<file path="src/rtl/tp_pkg.sv">
// Package: shared types for the dual-ADC test pattern generator.
// Assumes: the configuration word is enable, mode select, then the pattern byte.
package tp_pkg;
    typedef enum logic [1:0] {
        TP_PASS   = 2'd0,
        TP_STATIC = 2'd1,
        TP_RAMP   = 2'd2
    } tp_mode_e;

    localparam int unsigned TP_LANES = 4;
    // Lane order: 0 = A in-phase, 1 = A quadrature, 2 = B in-phase, 3 = B quadrature
    localparam int unsigned TP_FIRST_B_LANE = 2;
endpackage

</file>
<file path="src/rtl/tp_cfg_decode.sv">
// Module: tp_cfg_decode
// Splits the configuration word into an operating mode and a pattern byte.
// Assumes: bit 0 enables test, bit 1 picks the ramp, bits above carry the byte.
module tp_cfg_decode
    import tp_pkg::*;
#(
    parameter int unsigned DATA_W = 8,
    localparam int unsigned CFG_W = DATA_W + 2
) (
    input  logic [CFG_W-1:0]  cfg_word,
    output tp_mode_e          mode,
    output logic [DATA_W-1:0] pattern
);
    // Purpose: map enable and mode-select bits onto the mode enum
    always_comb begin
        if (!cfg_word[0])     mode = TP_PASS;
        else if (cfg_word[1]) mode = TP_RAMP;
        else                  mode = TP_STATIC;
    end

    assign pattern = cfg_word[CFG_W-1:2];
endmodule

</file>
<file path="src/rtl/tp_ramp_gen.sv">
// Module: tp_ramp_gen
// Free-running up counter that runs only in ramp mode and sits at zero otherwise,
// so every entry into ramp mode starts from zero.
// Assumes: synchronous active-low reset; wraps naturally at full scale.
module tp_ramp_gen #(
    parameter int unsigned DATA_W = 8
) (
    input  logic              clk,
    input  logic              rst_n,
    input  logic              run,
    output logic [DATA_W-1:0] ramp
);
    logic [DATA_W-1:0] count_q;

    // Purpose: count while running, otherwise hold the start value
    always_ff @(posedge clk) begin
        if (!rst_n)   count_q <= '0;
        else if (run) count_q <= count_q + 1'b1;
        else          count_q <= '0;
    end

    assign ramp = count_q;
endmodule

</file>
<file path="src/rtl/tp_lane_reg.sv">
// Module: tp_lane_reg
// One registered output lane: selects converter data or the test value for this lane.
// Assumes: the caller has already applied any inversion to test_val.
module tp_lane_reg
    import tp_pkg::*;
#(
    parameter int unsigned DATA_W = 8
) (
    input  logic              clk,
    input  logic              rst_n,
    input  tp_mode_e          mode,
    input  logic [DATA_W-1:0] conv,
    input  logic [DATA_W-1:0] test_val,
    output logic [DATA_W-1:0] lane_out
);
    // Purpose: register the selected lane value
    always_ff @(posedge clk) begin
        if (!rst_n)               lane_out <= '0;
        else if (mode == TP_PASS) lane_out <= conv;
        else                      lane_out <= test_val;
    end
endmodule

</file>
<file path="src/rtl/adc_selftest_mux.sv">
// Module: adc_selftest_mux (top)
// Replaces the four converter output lanes with a static byte/inverse pair or
// opposing ramps, as chosen by the configuration word; otherwise passes samples.
// Assumes: cfg_word is stable around the sample clock edge; outputs lag by one edge.
module adc_selftest_mux
    import tp_pkg::*;
#(
    parameter int unsigned DATA_W = 8,
    localparam int unsigned CFG_W = DATA_W + 2
) (
    input  logic              clk,
    input  logic              rst_n,
    input  logic [CFG_W-1:0]  cfg_word,
    input  logic [DATA_W-1:0] conv_ai,
    input  logic [DATA_W-1:0] conv_aq,
    input  logic [DATA_W-1:0] conv_bi,
    input  logic [DATA_W-1:0] conv_bq,
    output logic [DATA_W-1:0] out_ai,
    output logic [DATA_W-1:0] out_aq,
    output logic [DATA_W-1:0] out_bi,
    output logic [DATA_W-1:0] out_bq
);
    tp_mode_e          mode;
    logic [DATA_W-1:0] pattern;
    logic [DATA_W-1:0] ramp;
    logic [DATA_W-1:0] true_val;
    logic [DATA_W-1:0] conv_arr [TP_LANES];
    logic [DATA_W-1:0] out_arr  [TP_LANES];

    tp_cfg_decode #(.DATA_W(DATA_W)) u_decode (
        .cfg_word (cfg_word),
        .mode     (mode),
        .pattern  (pattern)
    );

    tp_ramp_gen #(.DATA_W(DATA_W)) u_ramp (
        .clk   (clk),
        .rst_n (rst_n),
        .run   (mode == TP_RAMP),
        .ramp  (ramp)
    );

    // Purpose: pick the port B value for the active test mode
    always_comb begin
        true_val = (mode == TP_RAMP) ? ramp : pattern;
    end

    assign conv_arr[0] = conv_ai;
    assign conv_arr[1] = conv_aq;
    assign conv_arr[2] = conv_bi;
    assign conv_arr[3] = conv_bq;

    for (genvar g = 0; g < TP_LANES; g++) begin : g_lane
        localparam bit INVERT = (g < TP_FIRST_B_LANE);
        tp_lane_reg #(.DATA_W(DATA_W)) u_lane (
            .clk      (clk),
            .rst_n    (rst_n),
            .mode     (mode),
            .conv     (conv_arr[g]),
            .test_val (INVERT ? ~true_val : true_val),
            .lane_out (out_arr[g])
        );
    end

    assign out_ai = out_arr[0];
    assign out_aq = out_arr[1];
    assign out_bi = out_arr[2];
    assign out_bq = out_arr[3];
endmodule

</file>
<file path="config.mk">
export PLATFORM = sky130hd
export DESIGN_NAME = adc_selftest_mux
export DESIGN_NICKNAME = d
export VERILOG_FILES = /design/src/rtl/tp_pkg.sv /design/src/rtl/tp_cfg_decode.sv /design/src/rtl/tp_ramp_gen.sv /design/src/rtl/tp_lane_reg.sv /design/src/rtl/adc_selftest_mux.sv
export SDC_FILE = /design/constraint.sdc
export NUM_CORES = 1
export LEC_CHECK = 0
export ABC_AREA = 1
export BUFFER_PORTS_ARGS = -buffer_cell sky130_fd_sc_hd__buf_4
export CAP_MARGIN = 20
export CORE_MARGIN = 2
export CORE_UTILIZATION = 30
export CTS_CLUSTER_DIAMETER = 60
export DETAILED_ROUTE_END_ITERATION = 7
export PLACE_DENSITY = 0.67
export SLEW_MARGIN = 10
export SYNTH_ARGS = -nofsm -noshare
export SYNTH_HDL_FRONTEND = slang
export SYNTH_SLANG_ARGS = --single-unit
</file>
<file path="constraint.sdc">
create_clock -name clk -period 1.4 [get_ports clk]
set_clock_uncertainty 0.2 [all_clocks]
set_input_delay 0.07 -clock clk [delete_from_list [all_inputs] [get_ports clk]]
set_output_delay 0.07 -clock clk [all_outputs]
set_load 0.02 [all_outputs]
</file>
==> metrics <==
status finished clean; largest net degree at the start of global routing 49; Synth Register Bits 40; Hold EP u_ramp.ramp[6]; CTS tree yes; Initial Util 31.1%; DP Worst Slack 0.138 ns; most common cell after layout, fill and taps aside buf_4; Synth Area per Inst 6.95 um^2; Iteration-0 DRC Markers 77; Synth Instances 230; Final Hold Viols 0; first-pass GRT wire length 7.63 mm; fin crit share 93.8%; CP arrival 1.29 ns; DR vias 1755; CP max FO 18; synth unique cells 15; Antenna Nets Post-Route 0; post-synthesis sequential area ratio 50.1%; FF-to-FF End u_ramp.ramp[6]; routed len/inst 11.2 um; CP startpoint rst_n; RSZ-0062 raised after global routing no; fmax 0.761 GHz; Detailed Routing Iterations Pass 1 4; Worst Hold Launch cfg_word[1]; Synth Net Count 275; R2R cell count 6; Post-CTS Setup Bufs 0; clk sinks 40; VDD IR max 420 uV; Req. time, crit path 1.38 ns; Fillers 507; num ports 76; vias per cell 4.20; Port Buffers 75; GPL Wtd Cong 0.802; placed inst area 2220 um^2; Setup CP Type input port to flip-flop; die height 77.0 um; hold depth 5; CP startpoint kind input port; crit end category flip-flop; Slew headroom 69.6%; share of layout cells above drive strength 1 25.9%; total CTS buffers 5; Setup TNS Final 0 ns; number of global-route vias before repair 1696; HPWL Detailed 3.02 mm; DRC violation count after routing 0; post-synthesis cell area 1600 um^2; Floorplan Core Area 5140 um^2; setup ws final 0.0862 ns; reg2reg setup slack 0.15 ns; final setup violation count 0; FP Rows 26; WL final 4.67 mm; ant diodes 0; Layout area overhead 70.7%; worst slew pin tran 0.456 ns; clk buf depth 2; GRT Total Usage 16.1%; GRT overflow 0; most frequent cells in the layout 77 x buf_4, 70 x nor2_1, 46 x nand2_1; Die Wd 77.0 um; Lkg Pwr 1.38 nW; nets 392; H-tree depth 2; initial antenna violation count 0; pwr dens 941 nW/um^2; Max-cap violations 0; min cycle time layout 1.31 ns; die footprint 5930 um^2; Clock transition at path regs 0.08 ns; post-route cell area 2730 um^2; Clk Latency, worst-skew pair 0.29 ns; count of final max-slew check failures 0; Hold Path Class input port to flip-flop; Yosys warnings 0; reg-to-reg startpoint u_ramp.ramp[0]; CTS root buf clkbuf_8
[report_power, final]
part / internal, mW / leakage (nW) / switching [mW]
logic: 0.288 / 0.994 / 0.273
registers: 1.21 / 0.333 / 0.0203
clock network: 0.393 / 0.0510 / 0.388
[synth_stat cells]
cell type | count | area (um^2)
buf_2 | 8 | 40.0
o21ai_0 | 11 | 55.1
inv_2 | 2 | 7.51
nor2_1 | 70 | 263
nand3_1 | 5 | 25.0
ha_1 | 1 | 12.5
nand2_2 | 1 | 6.26
nor2_4 | 1 | 11.3
inv_1 | 30 | 113
nand2_1 | 46 | 173
a21oi_1 | 5 | 25.0
nor3_1 | 1 | 5.00
o211ai_1 | 7 | 52.6
dfxtp_1 | 40 | 801
o21ai_1 | 2 | 10.0
[sequential cells by signal, indices dropped and copies added, names as in the netlist]
signal,cells
g_lane.u_lane.lane_out,32
u_ramp.ramp,8
[worst max-delay path by stage]
stage                                         to
finish                            u_ramp.ramp[4]
global route                      u_ramp.ramp[3]
CTS                               u_ramp.ramp[5]
detailed placement  g_lane[3].u_lane.lane_out[5]
global placement    g_lane[2].u_lane.lane_out[1]
floorplan                         u_ramp.ramp[6]
[what timing repair did]
item | CTS | global route
endpoints found under the hold margin | 32 | 0
hold buffers | 41 | 0
gates resized for setup | 0 | 1
setup endpoints to repair | 0 | 1
[through the flow]
stage                     utilization [%]  hold slack (ns)  total power [mW]  cells
final                                53.1           0.0788              2.57    418
after CTS                            53.1           0.0745              2.58    418
after global routing                 53.1            0.138              2.70    418
after detailed placement             43.3           0.0960              1.72    369
after global placement               43.3           0.0908              1.71    369
after floorplan                         -        -0.000651              1.49    230
[critical path, stage by stage]
cell and delay (ns):
dlygate4sd3_1 0.55, buf_4 0.18, inv_2 0.26, nor2_4 0.08, inv_2 0.10, a21oi_1 0.05
[cell families (layout without fill, tap and decap cells)]
group | after synthesis | count (layout) | synth area share (%)
AO/OA/AOI/OAI | 25 | 25 | 8.92
adder cells (fa/ha/maj) | 1 | 1 | 0.782
buffers and inverters | 40 | 158 | 10.0
flip-flops | 40 | 40 | 50.1
AND/OR/NAND/NOR | 124 | 124 | 30.2
[layout make-up]
type	count	area [um^2]	share of cell area, %
clock inverters	2	10.0	0.367
well taps	70	87.6	3.21
clock buffers	6	82.6	3.03
multi-input cells	150	638	23.4
inverters	32	120	4.40
flip-flops and latches	40	802	29.4
repair buffers	118	988	36.2
[per-layer routing]
| layer | track usage [%] | routed length [um] | up-vias |
|---|---|---|---|
| li1 | - | - | 926 |
| met1 | 17.5 | 1850 | 766 |
| met2 | 30.7 | 2520 | 54 |
| met3 | 3.65 | 232 | 9 |
| met4 | 5.36 | 64 | 0 |
| met5 | 0 | 0 | - |
(Power assumes the default switching activity.)
